===== src/rtl/cdiv_pkg.sv =====
package cdiv_pkg;

  localparam int PRE_W      = 3;
  localparam int POST_W     = 3;
  localparam int PRE_LAST   = 122;
  localparam int RATIO_W    = $clog2(PRE_LAST + 1);
  localparam int POST_CNT_W = (1 << POST_W) - 1;

  // Field order follows the register bit layout, MSB first.
  typedef struct packed {
    logic [PRE_W-1:0]  pre;
    logic              sel;
    logic [POST_W-1:0] post;
    logic              en;
  } cdiv_cfg_t;

  localparam int CFG_W = $bits(cdiv_cfg_t);

  // Pre-divider ratio: powers of two, except the all-ones code.
  function automatic logic [RATIO_W-1:0] pre_ratio(input logic [PRE_W-1:0] code);
    if (code == {PRE_W{1'b1}})
      return RATIO_W'(PRE_LAST);
    else
      return RATIO_W'(1) << code;
  endfunction

endpackage


===== src/rtl/cdiv_regs.sv =====
module cdiv_regs
  import cdiv_pkg::*;
#(
  parameter int NUM_CH = 3,
  parameter int ADDR_W = 2
) (
  input  logic                     clk,
  input  logic                     rst,
  input  logic                     wr_en,
  input  logic [ADDR_W-1:0]        addr,
  input  logic [CFG_W-1:0]         wdata,
  output logic [CFG_W-1:0]         rdata,
  output cdiv_cfg_t [NUM_CH-1:0]   cfg
);

  localparam logic [ADDR_W:0] CH_LIM = (ADDR_W + 1)'(NUM_CH);

  cdiv_cfg_t [NUM_CH-1:0] cfg_q;
  logic                   hit;

  assign hit = ({1'b0, addr} < CH_LIM);

  always_ff @(posedge clk) begin
    if (rst) begin
      cfg_q <= '0;
    end else if (wr_en && hit) begin
      cfg_q[addr] <= cdiv_cfg_t'(wdata);
    end
  end

  always_ff @(posedge clk) begin
    if (rst)
      rdata <= '0;
    else if (hit)
      rdata <= cfg_q[addr];
    else
      rdata <= '0;
  end

  assign cfg = cfg_q;

  AST_STRAY_WRITE: assert property (@(posedge clk) disable iff (rst)
    (wr_en && !hit) |=> $stable(cfg_q));

endmodule


===== src/rtl/cdiv_prescale.sv =====
module cdiv_prescale
  import cdiv_pkg::*;
(
  input  logic               clk,
  input  logic               rst,
  input  logic               clr,
  input  logic               tick,
  input  logic [RATIO_W-1:0] ratio,
  output logic               pulse
);

  logic [RATIO_W-1:0] cnt_q;
  logic               last;

  assign last  = (cnt_q == ratio - RATIO_W'(1));
  assign pulse = tick && last;

  always_ff @(posedge clk) begin
    if (rst || clr)
      cnt_q <= '0;
    else if (tick)
      cnt_q <= last ? '0 : cnt_q + RATIO_W'(1);
  end

  AST_PRE_RANGE: assert property (@(posedge clk) disable iff (rst)
    (!clr && ratio != '0) |-> (cnt_q < ratio));

endmodule


===== src/rtl/cdiv_channel.sv =====
module cdiv_channel
  import cdiv_pkg::*;
(
  input  logic      clk,
  input  logic      rst,
  input  cdiv_cfg_t cfg,
  input  logic      slow_edge,
  input  logic      fast_edge,
  output logic      clk_out
);

  cdiv_cfg_t              act_q;
  logic [POST_CNT_W-1:0]  post_q;
  logic [POST_CNT_W-1:0]  post_last;
  logic [RATIO_W-1:0]     ratio;
  logic                   out_q;
  logic                   src_edge;
  logic                   run;
  logic                   pre_pulse;
  logic                   toggle;

  always_comb begin
    src_edge  = act_q.sel ? fast_edge : slow_edge;
    ratio     = act_q.sel ? pre_ratio(act_q.pre) : RATIO_W'(1);
    run       = cfg.en && act_q.en;
    post_last = POST_CNT_W'((1 << act_q.post) - 1);
    toggle    = pre_pulse && (post_q == post_last);
  end

  cdiv_prescale u_pre (
    .clk   (clk),
    .rst   (rst),
    .clr   (!run),
    .tick  (src_edge),
    .ratio (ratio),
    .pulse (pre_pulse)
  );

  always_ff @(posedge clk) begin
    if (rst) begin
      act_q  <= '0;
      post_q <= '0;
      out_q  <= 1'b0;
    end else if (!run) begin
      act_q  <= cfg;
      post_q <= '0;
      out_q  <= 1'b0;
    end else if (pre_pulse) begin
      if (toggle) begin
        post_q <= '0;
        out_q  <= ~out_q;
        if (out_q)
          act_q <= cfg;
      end else begin
        post_q <= post_q + POST_CNT_W'(1);
      end
    end
  end

  assign clk_out = out_q;

  AST_OFF_LOW: assert property (@(posedge clk) disable iff (rst)
    !cfg.en |=> !out_q);

  AST_RISE_ON_EDGE: assert property (@(posedge clk) disable iff (rst)
    $rose(out_q) |-> $past(src_edge));

  AST_SWAP_AT_FALL: assert property (@(posedge clk) disable iff (rst)
    ($past(act_q.en) && act_q.en && !$stable(act_q)) |-> !out_q);

  AST_POST_RANGE: assert property (@(posedge clk) disable iff (rst)
    post_q <= post_last);

endmodule


===== src/rtl/clkout_divider.sv =====
module clkout_divider
  import cdiv_pkg::*;
#(
  parameter int NUM_CH = 3,
  parameter int ADDR_W = 2
) (
  input  logic              clk,
  input  logic              rst,
  input  logic              wr_en,
  input  logic [ADDR_W-1:0] addr,
  input  logic [7:0]        wdata,
  output logic [7:0]        rdata,
  input  logic              slow_edge,
  input  logic              fast_edge,
  output logic [NUM_CH-1:0] clk_out
);

  cdiv_cfg_t [NUM_CH-1:0] cfg_all;

  cdiv_regs #(
    .NUM_CH (NUM_CH),
    .ADDR_W (ADDR_W)
  ) u_regs (
    .clk   (clk),
    .rst   (rst),
    .wr_en (wr_en),
    .addr  (addr),
    .wdata (wdata),
    .rdata (rdata),
    .cfg   (cfg_all)
  );

  for (genvar g = 0; g < NUM_CH; g++) begin : g_ch
    cdiv_channel u_ch (
      .clk       (clk),
      .rst       (rst),
      .cfg       (cfg_all[g]),
      .slow_edge (slow_edge),
      .fast_edge (fast_edge),
      .clk_out   (clk_out[g])
    );
  end

endmodule


===== config.mk =====
export PLATFORM = sky130hd
export DESIGN_NAME = clkout_divider
export DESIGN_NICKNAME = d
export VERILOG_FILES = /design/src/rtl/cdiv_pkg.sv /design/src/rtl/cdiv_regs.sv /design/src/rtl/cdiv_prescale.sv /design/src/rtl/cdiv_channel.sv /design/src/rtl/clkout_divider.sv
export SDC_FILE = /design/constraint.sdc
export NUM_CORES = 1
export LEC_CHECK = 0
export ABC_AREA = 1
export BUFFER_PORTS_ARGS = -buffer_cell sky130_fd_sc_hd__buf_2
export CAP_MARGIN = 0
export CORE_UTILIZATION = 64
export DETAILED_ROUTE_END_ITERATION = 6
export HOLD_SLACK_MARGIN = 0.1
export PLACE_DENSITY = 0.82
export SYNTH_ARGS = -nofsm -noshare
export SYNTH_HDL_FRONTEND = slang
export SYNTH_SLANG_ARGS = --single-unit

===== constraint.sdc =====
create_clock -name clk -period 4.5 [get_ports clk]
set_clock_uncertainty 0.05 [all_clocks]
set_input_delay 0.675 -clock clk [delete_from_list [all_inputs] [get_ports clk]]
set_output_delay 0.675 -clock clk [all_outputs]
set_load 0.05 [all_outputs]

==> results of run 1 <==
final cells by class:
cell class              instances  area (um2)
repair buffers                 25         125
multi-input cells             674        3380
fillers                       811        2810
clock buffers                   9         124
well taps                     129         161
clock inverters                 5        38.8
inverters                     153         577
flip-flops and latches        101        2020
per-layer routing:
metal / vias to the layer above / GRT usage
li1: 3083 / -
met1: 2570 / 0.377
met2: 144 / 0.424
met3: 17 / 0.0439
met4: 0 / 0.102
met5: - / 0
sequential cells by signal (all words and copies together), names as in the netlist:
signal                 count
u_regs.cfg                24
g_ch.u_ch.u_pre.cnt_q     21
g_ch.u_ch.clk_out          3
g_ch.u_ch.act_q           24
u_regs.rdata               8
g_ch.u_ch.post_q          21
cell families (layout without fill, tap and decap cells):
family	Yosys count	after routing	share of synthesized area
simple gates	512	512	0.386
compound gates	127	127	0.109
xor+xnor	23	23	0.0329
fa+ha+maj	12	12	0.0245
buf+inv	176	192	0.118
flops	101	101	0.330
worst paths after layout:
check                                                         from  slack (ns)                                  to
worst max-delay path            g_ch[0].u_ch.act_q[4]$_SDFFE_PP0P_        1.84  g_ch[0].u_ch.act_q[6]$_SDFFE_PP0P_
worst min-delay path                    u_regs.cfg[9]$_SDFFE_PP0P_        0.43          u_regs.cfg[9]$_SDFFE_PP0P_
worst max register to register  g_ch[0].u_ch.act_q[4]$_SDFFE_PP0P_        1.84  g_ch[0].u_ch.act_q[6]$_SDFFE_PP0P_
worst min register to register          u_regs.cfg[9]$_SDFFE_PP0P_        0.43          u_regs.cfg[9]$_SDFFE_PP0P_
power by group:
part	leakage (nW)	switching [mW]	internal (mW)	total, mW
registers	0.818	0.0183	0.914	0.932
logic	2.05	0.149	0.0703	0.219
clock network	0.0815	0.321	0.198	0.519
metrics by stage:
| stage | setup slack [ns] | hold slack [ns] | area (um2) | std cells | power [mW] |
|---|---|---|---|---|---|
| floorplan | 2.23 | 0.394 | 6130 | 951 | 1.12 |
| global placement | 1.95 | 0.411 | 6270 | 1082 | 1.17 |
| detailed placement | 1.86 | 0.413 | 6270 | 1082 | 1.17 |
| CTS | 1.83 | 0.428 | 6430 | 1096 | 1.68 |
| global route | 1.48 | 0.459 | 6430 | 1096 | 1.75 |
| finish | 1.84 | 0.427 | 6430 | 1096 | 1.67 |
synth_stat cells (all sizes together) (7+ instances only):
library cell | n | share of area
nand2 | 243 | 0.16
inv | 149 | 0.092
nand3 | 108 | 0.092
dfxtp | 101 | 0.33
nor2 | 100 | 0.071
a21oi | 65 | 0.053
o21ai | 49 | 0.040
nand4 | 28 | 0.033
xor2 | 19 | 0.027
buf | 15 | 0.019
ha | 12 | 0.025
nand3b | 11 | 0.013
nor3 | 11 | 0.0090
clkbuf | 8 | 0.0049
o22ai | 7 | 0.0071
worst max-delay path: stages (launching register included):
cell     delay (ns)
dfxtp_1        0.47
nand2_2        0.12
inv_1          0.12
a21oi_1        0.08
ha_1           0.28
xnor2_1        0.14
nor2_1         0.09
nand3_1        0.07
nor2_1         0.10
nand2_1        0.05
nor2_1         0.12
nand4_1        0.38
nand2_1        0.30
nand2_1        0.09
nand2_1        0.06
inv_1          0.04
==> results.yml, run 1 <==
outcome:
  status: "finished clean"
placed_design:
  place_congestion: 0.873
  hpwl_um: 9590
  io_buffers: 25
logic_synthesis:
  synth_edf_count: 0
  synthArstFlopShare: 0
  syn_inst: 951
  synth_fp_nets: 978
  yosys_warnings: 0
  synth_cell_type_count: 37
  synth.avg_cell_area_um2: 6.44
  dominantRegCellSynth: "dfxtp_1"
  ys_ff_latch: 101
  syn_area_um2: 6130
  ys_seq_area_frac: 0.330
sta:
  tightestPinTransition_ns: 1.11
  tns_ns: 0
  drv_slew: 0
  layout_min_cycle_time_ns: 2.66
  post-route-period-util: 0.592
  setup_violations: 0
  rsz0062_at_grt: "false"
  max_freq_mhz: 375
  slew_headroom: 0.258
  finalHoldViolations: 0
clock_tree:
  post_cts_buffers: 0
  cts.sinks: 101
  cts_buffers: 9
  clk_pin_slew_worst_paths_ns: 0.10
  htree_levels: 3
  cts_tree: "yes"
  clock_latency_ns: 0.38
  cts_hold_buf: 0
  clk_path_buf_depth: 2
  post_cts_resized: 0
  cts_root_buf: "clkbuf_8"
finish:
  num_antenna_cells: 0
  area_growth_pct: 4.98
  most-common-layout-cells: "230 x nand2_1, 135 x inv_1, 104 x nand3_1"
  final_common_cell: "nand2_1"
  final_nets: 991
  final_layout_size_suffix_gt1_frac: 0.0920
  final_util: 0.696
global_route:
  grt_first_pass_wirelength_um: 22000
  grt_pass1_vias: 4967
  grt_usage: 0.271
  overflow: 0
  grt_max_degree: 47
  grt_antenna_before_repair: 0
pwr:
  leakagePower_nw: 2.95
  vdd_ir_drop_max_uv: 213
  p_per_area_nw_per_um2: 260
critical_path:
  cp_max_fo: 11
  cp-start-kind: "register"
  critPathKind: "register to register"
  worstSetupEndpointType: "register"
  required_ns: 4.75
  worstPathArrival_ns: 2.91
  rr_worst_depth: 15
floorplan:
  fp.dieW_um: 99.8
  io_pins: 26
  fp-row-count: 35
  start_util: 0.663
  dieArea_um2: 9970
  die_y_um: 99.8
  fp.coreArea_um2: 9240
routing:
  wire_per_inst_um: 11.7
  drc_errors: 0
  firstDrtPassIters: 5
  drtAntennaViolNets: 0
  highest_layer: "met4"
  drt_iter0_drc: 255
  via_per_inst: 5.30
  routedLengthMet1_um: 6290
  met3WireLength_um: 678
  dr_wl_met2_um: 5640
  drt-total-wl_um: 12800
  vias: 5814
flow_run:
  cap_viol_max_count: 0
hold_path:
  holdPathStages: 2
  hold_class: "register to register"
(Power assumes the default switching activity.)
==> run 2, diff against run 1 <==
Settings changed: ABC_AREA 1 to 0, CORE_UTILIZATION 64 to 62, PLACE_DENSITY 0.82 to 0.8.
Clock period 4.5 ns to 2.79 ns, I/O delays scaled along.
==> run 2 against run 1 <==
  * Flip-flop and latch count stayed put
  * Critical endpoint is now g_ch[0].u_ch.act_q[3]$_SDFFE_PP0P_
  * Synthesized cell count decreased by 28%
  * Via count shrank 14%
  * Final area is 0.33% lower
  * Fmax down 3.3%
  * Largest cell class unchanged
==> results.yml, run 2 <==
finish:
  final_util: 0.731
  most-common-layout-cells: "95 x dfxtp_1, 93 x nor2_1, 54 x nand2_1"
  area_growth_pct: 13.2
  final_layout_size_suffix_gt1_frac: 0.166
  regArea_um2: 2040
  multi_input_area_um2: 3550
  final_nets: 741
  final_common_cell: "dfxtp_1"
  num-fill-cells: 674
  num_antenna_cells: 0
sta:
  rsz0062_at_grt: "true"
  layout_min_cycle_time_ns: 2.75
  max_freq_mhz: 363
  drv_slew: 0
  tightestPinTransition_ns: 0.775
  slew_headroom: 0.469
  post-route-period-util: 0.987
  setup_violations: 0
  holdWs_ns: 0.243
  finalHoldViolations: 0
critical_path:
  cp_max_fo: 7
  reg2reg_setup_slack_ns: 0.04
  slowest_stage: "or4_1"
  required_ns: 3.02
  critPathBufInv: 0
  critPathKind: "register to register"
  worstPathArrival_ns: 2.99
  cp-start-kind: "register"
  critical_path.top_delay_family: "simple AND/OR/NAND/NOR gates"
  worstSetupEndpointType: "register"
  rr_worst_depth: 9
  critPathMaxStageDelay_ns: 0.41
  path_cells: "or3_1 -> ha_2 -> xnor2_2 -> or4_1 -> a311o_1 -> nor3_4 -> a31oi_4 -> mux2i_1 -> nor2_1"
  regToRegStartpoint: "g_ch[0].u_ch.act_q[3]$_SDFFE_PP0P_"
  reg2reg_to: "g_ch[0].u_ch.act_q[3]$_SDFFE_PP0P_"
routing:
  wire_per_inst_um: 15.7
  drc_errors: 0
  drt_iter0_drc: 164
  drt-total-wl_um: 13000
  firstDrtPassIters: 4
  vias: 4985
  via_per_inst: 6.03
  drtAntennaViolNets: 0
clock_tree:
  cts_buffers: 9
  htree_levels: 3
  clk_pin_slew_worst_paths_ns: 0.12
  clk_path_buf_depth: 2
  cts_root_buf: "clkbuf_8"
  clock_latency_ns: 0.39
  cts_hold_buf: 0
  cts_tree: "yes"
  cts.sinks: 101
hold_path:
  holdPathStages: 3
  min_from: "wdata[7]"
  hold_end: "u_regs.cfg[7]$_SDFFE_PP0P_"
  hold_class: "input pin to register"
global_route:
  grt_max_degree: 36
  grt_usage: 0.274
  grt_pass1_vias: 4639
  grt_first_pass_wirelength_um: 21400
  grt_antenna_before_repair: 0
  overflow: 0
logic_synthesis:
  syn_inst: 685
  synthArstFlopShare: 0
  synth.avg_cell_area_um2: 8.27
  dominantRegCellSynth: "dfxtp_1"
  synth_xor_area_frac: 0.0820
  ys_ff_latch: 101
  synth_compound_area_frac: 0.128
  synth_common_cells: "101 x dfxtp_1, 93 x nor2_1, 55 x nand2_1, 52 x mux2i_1"
  syn_area_um2: 5660
  synth.top_cell.area_share: 0.357
  synth_mux_area_frac: 0.0998
  netlist_top_cells_area: "dfxtp_1 36%, mux2i_1 9.2%, nor2_1 6.2%"
  synth_fa_ha_area_frac: 0.0265
  synth_edf_count: 0
  yosys.cell_count.top_type: "dfxtp_1"
  ys_seq_area_frac: 0.357
  yosys.area_share.simple: 0.267
  synth_cell_type_count: 67
  synth_fp_nets: 712
  yosys.area.top_type: "dfxtp_1"
  synth_top_family_by_area: "simple AND/OR/NAND/NOR gates"
  yosys_warnings: 0
placed_design:
  io_buffers: 25
  place_congestion: 0.848
  hpwl_um: 9290
floorplan:
  fp-row-count: 34
  fp.coreArea_um2: 8760
  start_util: 0.646
  die_y_um: 97.6
  dieArea_um2: 9520
  io_pins: 26
  fp.dieW_um: 97.6
pwr:
  leakagePower_nw: 2.34
  vdd_ir_drop_max_uv: 304
  p_per_area_nw_per_um2: 422
outcome:
  status: "finished clean"
flow_run:
  cap_viol_max_count: 0
-- run 2: cell count changes after synthesis, moves of 14 or more --
cell | previous run | this run
nand2_1 | 230 | 55
nand4_1 | 26 | 12
nand2b_1 | 0 | 40
xnor2_1 | 4 | 30
mux2i_1 | 0 | 52
inv_1 | 135 | 10
clkbuf_1 | 8 | 36
nand3_1 | 104 | 26
o21ai_0 | 46 | 16
a21oi_1 | 65 | 40
-- run 2: power breakdown --
part	internal, mW	total [mW]	leakage (nW)	switching, mW
logic	0.112	0.260	1.42	0.148
registers	1.46	1.48	0.820	0.0201
clock network	0.362	0.968	0.106	0.605
-- run 2: worst min-delay path, delay by kind of cell --
kind	cells	cell delay, ns
AND/OR/NAND/NOR	1	0.07
buffers and inverters	1	0.11
multiplexers	1	0.07
-- run 2: worst max-delay path by stage --
stage	start	endpoint	slack, ns	cells after the start
finish	g_ch[0].u_ch.act_q[3]$_SDFFE_PP0P_	g_ch[0].u_ch.act_q[3]$_SDFFE_PP0P_	0.04	9
global route	g_ch[0].u_ch.act_q[6]$_SDFFE_PP0P_	g_ch[0].u_ch.act_q[3]$_SDFFE_PP0P_	-0.06	11
CTS	g_ch[0].u_ch.act_q[5]$_SDFFE_PP0P_	g_ch[0].u_ch.act_q[3]$_SDFFE_PP0P_	0.004	10
detailed placement	g_ch[0].u_ch.act_q[7]$_SDFFE_PP0P_	g_ch[0].u_ch.act_q[3]$_SDFFE_PP0P_	-0.001	11
global placement	g_ch[0].u_ch.act_q[7]$_SDFFE_PP0P_	g_ch[0].u_ch.post_q[6]$_SDFFE_PP0P_	0.14	10
floorplan	g_ch[0].u_ch.act_q[6]$_SDFFE_PP0P_	g_ch[0].u_ch.post_q[6]$_SDFFE_PP0P_	-0.02	11
-- run 2: layout make-up --
class	count	share of cell area
multi-input combinational	529	0.554
sequential	101	0.318
timing repair buffer	63	0.0679
tap	108	0.0211
clock buffer	9	0.0193
clock inverter	7	0.0139
inverter	10	0.00586
-- run 2: logic make-up (layout without fill, tap and decap cells) --
| group | Yosys count | after routing |
|---|---|---|
| and+or+nand+nor | 298 | 298 |
| buffers and inverters | 55 | 89 |
| adders and majority gates | 12 | 12 |
| DFF | 101 | 101 |
| muxes | 56 | 56 |
| AOI/OAI and AO/OA | 110 | 110 |
| xor gates and xnor gates | 53 | 53 |
-- run 2: what timing repair did --
action | CTS | global route
resized for setup | 5 | 13
setup endpoints to repair | 10 | 46
setup buffers | 0 | 4
pin swaps | 0 | 7
endpoints found under the hold margin | 0 | 0
-- run 2: layer usage --
| metal | global-route usage | up-vias | wire, um |
|---|---|---|---|
| met5 | 0 | - | 0 |
| met2 | 0.476 | 149 | 6550 |
| met4 | 0.0950 | 0 | 319 |
| met1 | 0.331 | 2358 | 5510 |
| li1 | - | 2451 | - |
| met3 | 0.0619 | 27 | 644 |
-- run 2: per-stage QoR --
| stage | TNS, ns | area, um2 | cells | worst slack, ns | total power [mW] |
|---|---|---|---|---|---|
| after floorplan | -0.0167 | 5820 | 685 | -0.0167 | 1.69 |
| after global placement | 0 | 6090 | 807 | 0.142 | 1.75 |
| after CTS | 0 | 6320 | 823 | 0.00441 | 2.72 |
| after global routing | -0.393 | 6410 | 827 | -0.0647 | 2.80 |
| final | 0 | 6410 | 827 | 0.0359 | 2.71 |
| after detailed placement | -0.00104 | 6090 | 807 | -0.00104 | 1.76 |
==> run 3, diff against run 2 <==
--- a/config.mk
+++ b/config.mk
@@ -8,6 +8,6 @@
 export ABC_AREA = 0
-export BUFFER_PORTS_ARGS = -buffer_cell sky130_fd_sc_hd__buf_2
 export CAP_MARGIN = 0
-export CORE_UTILIZATION = 62
+export CORE_UTILIZATION = 64
 export DETAILED_ROUTE_END_ITERATION = 6
+export DONT_BUFFER_PORTS = 1
 export HOLD_SLACK_MARGIN = 0.1
==> constraint.sdc (replaced) <==
create_clock -name clk -period 2.79 [get_ports clk]
set_clock_uncertainty 0.05 [all_clocks]
set_input_delay 0 -clock clk [delete_from_list [all_inputs] [get_ports clk]]
set_output_delay 0 -clock clk [all_outputs]
set_load 0.05 [all_outputs]
==> run 3 against run 2 <==
  * Global-route usage increased by 2.1 points
  * First-iteration DRC count increased by 35%
  * Largest cell class unchanged
  * Register-to-register slack improved by 0.03 ns
  * Combinational power increased by 5%
  * Clock-buffer cell count unchanged
  * Worst setup slack improved by 0.027 ns
  * Power increased by 6.8%
  * Worst hold slack got worse by 0.092 ns
==> results.yml, run 3 (synthesis gave the netlist of run 2 again) <==
clock_tree:
  cts_tree: "yes"
  clock_latency_ns: 0.38
  cts.sinks: 101
  htree_levels: 3
  clk_pin_slew_worst_paths_ns: 0.11
  cts_buffers: 9
  clk_path_buf_depth: 2
  cts_root_buf: "clkbuf_8"
critical_path:
  worstSetupEndpointType: "register"
  critPathBufInv: 0
  cp_max_fo: 7
  worstPathArrival_ns: 2.95
  critPathKind: "register to register"
  cp-start-kind: "register"
  reg2reg_setup_slack_ns: 0.06
  critical_path.top_delay_family: "simple AND/OR/NAND/NOR gates"
  path_cells: "or3_4 -> ha_4 -> xnor2_2 -> or4_1 -> a311o_1 -> nor3_4 -> a31oi_4 -> mux2i_1 -> nor2_1"
  required_ns: 3.01
  critPathMaxStageDelay_ns: 0.40
  slowest_stage: "or4_1"
floorplan:
  fp-row-count: 33
  dieArea_um2: 9230
  die_y_um: 96.1
  fp.dieW_um: 96.1
  fp.coreArea_um2: 8380
  start_util: 0.676
  io_pins: 26
routing:
  firstDrtPassIters: 5
  wire_per_inst_um: 16.1
  drtAntennaViolNets: 0
  drt-total-wl_um: 13300
  vias: 5063
  drc_errors: 0
  via_per_inst: 6.14
  drt_iter0_drc: 221
sta:
  slew_headroom: 0.499
  tightestPinTransition_ns: 0.730
  post-route-period-util: 0.978
  drv_slew: 0
  max_freq_mhz: 367
  setup_violations: 0
  rsz0062_at_grt: "true"
  finalHoldViolations: 0
  layout_min_cycle_time_ns: 2.73
global_route:
  grt_usage: 0.295
  grt_antenna_before_repair: 0
  overflow: 0
  grt_pass1_vias: 4646
  grt_max_degree: 76
  grt_first_pass_wirelength_um: 21400
pwr:
  power.total_mw: 2.89
  vdd_ir_drop_max_uv: 412
  p_per_area_nw_per_um2: 435
  leakagePower_nw: 2.36
finish:
  multi_input_area_um2: 3620
  most-common-layout-cells: "93 x nor2_1, 93 x dfxtp_1, 55 x nand2_1"
  final_nets: 742
  regArea_um2: 2030
  num_antenna_cells: 0
  num-fill-cells: 550
  area_growth_pct: 17.3
  final_util: 0.793
  final_layout_size_suffix_gt1_frac: 0.146
  finalInstanceArea_um2: 6640
placed_design:
  hpwl_um: 8800
  dpl_cell_area_um2: 5940
  io_buffers: 0
  place_congestion: 0.849
flow_run:
  cap_viol_max_count: 0
outcome:
  status: "finished clean"
hold_path:
  hold_class: "input pin to register"
[run 3: cell count changes in the layout (fill, tap and decap cells not counted), sizes merged]
cell / previous run / this run
buf: 63 / 41
bufinv: 0 / 2
clkinv: 5 / 3
dlygate4sd3: 0 / 23
[run 3: worst reg2reg max path: cells and delay by family (launching register included)]
kind	cells	cell delay, ns
and+or+nand+nor	4	1.05
AOI/OAI and AO/OA	2	0.55
DFF	1	0.35
muxes	1	0.28
adders and majority gates	1	0.19
xor gates and xnor gates	1	0.14
[run 3: area by class of cell]
class / instances / share of cell area
clock buffer: 9 / 0.0186
timing repair buffer: 64 / 0.0859
inverter: 10 / 0.00565
multi-input combinational: 529 / 0.544
tap: 105 / 0.0198
clock inverter: 7 / 0.0194
sequential: 101 / 0.306
[run 3: worst paths after layout]
| path | endpoint | depth (start not counted) | start |
|---|---|---|---|
| worst max register to register | g_ch[0].u_ch.act_q[2]$_SDFFE_PP0P_ | 9 | g_ch[0].u_ch.act_q[3]$_SDFFE_PP0P_ |
| worst min-delay path | g_ch[0].u_ch.u_pre.cnt_q[0]$_SDFFE_PP0P_ | 4 | slow_edge |
| worst min register to register | u_regs.cfg[15]$_SDFFE_PP0P_ | 2 | u_regs.cfg[15]$_SDFFE_PP0P_ |
| worst max-delay path | g_ch[0].u_ch.act_q[2]$_SDFFE_PP0P_ | 9 | g_ch[0].u_ch.act_q[3]$_SDFFE_PP0P_ |
[run 3: report_power, final]
group	leakage [nW]	total, mW	internal, mW	switching [mW]
Sequential	0.820	1.49	1.46	0.0296
Clock	0.124	1.13	0.537	0.589
Combinational	1.42	0.274	0.132	0.142
Total	2.36	2.89	2.13	0.760
[run 3: metrics by stage]
stage,TNS (ns),hold WS (ns),cells,setup WS (ns)
after floorplan,-0.0167,0.0939,685,-0.0167
after global placement,0,0.0282,776,0.0859
after detailed placement,-0.276,0.0296,776,-0.0417
after CTS,0,0.122,817,0.00490
after global routing,-0.0886,0.180,825,-0.0474
final,0,0.151,825,0.0626
[run 3: timing repair]
item                                    CTS  global route
pin swaps                                 1            10
hold buffers                             24             0
buffers inserted                          1             8
endpoints found under the hold margin    99             0
gates resized for setup                   3            26
endpoints found under the setup margin    9            59
[run 3: per-layer routing]
layer  up-vias  wire length, um  part of all wire  track usage
li1       2449                -                 -            -
met4         0              252             0.019       0.0983
met2       135             6840              0.52        0.520
met1      2455             5650              0.43        0.356
met5         -                0                 0            0
met3        24              520             0.039       0.0624
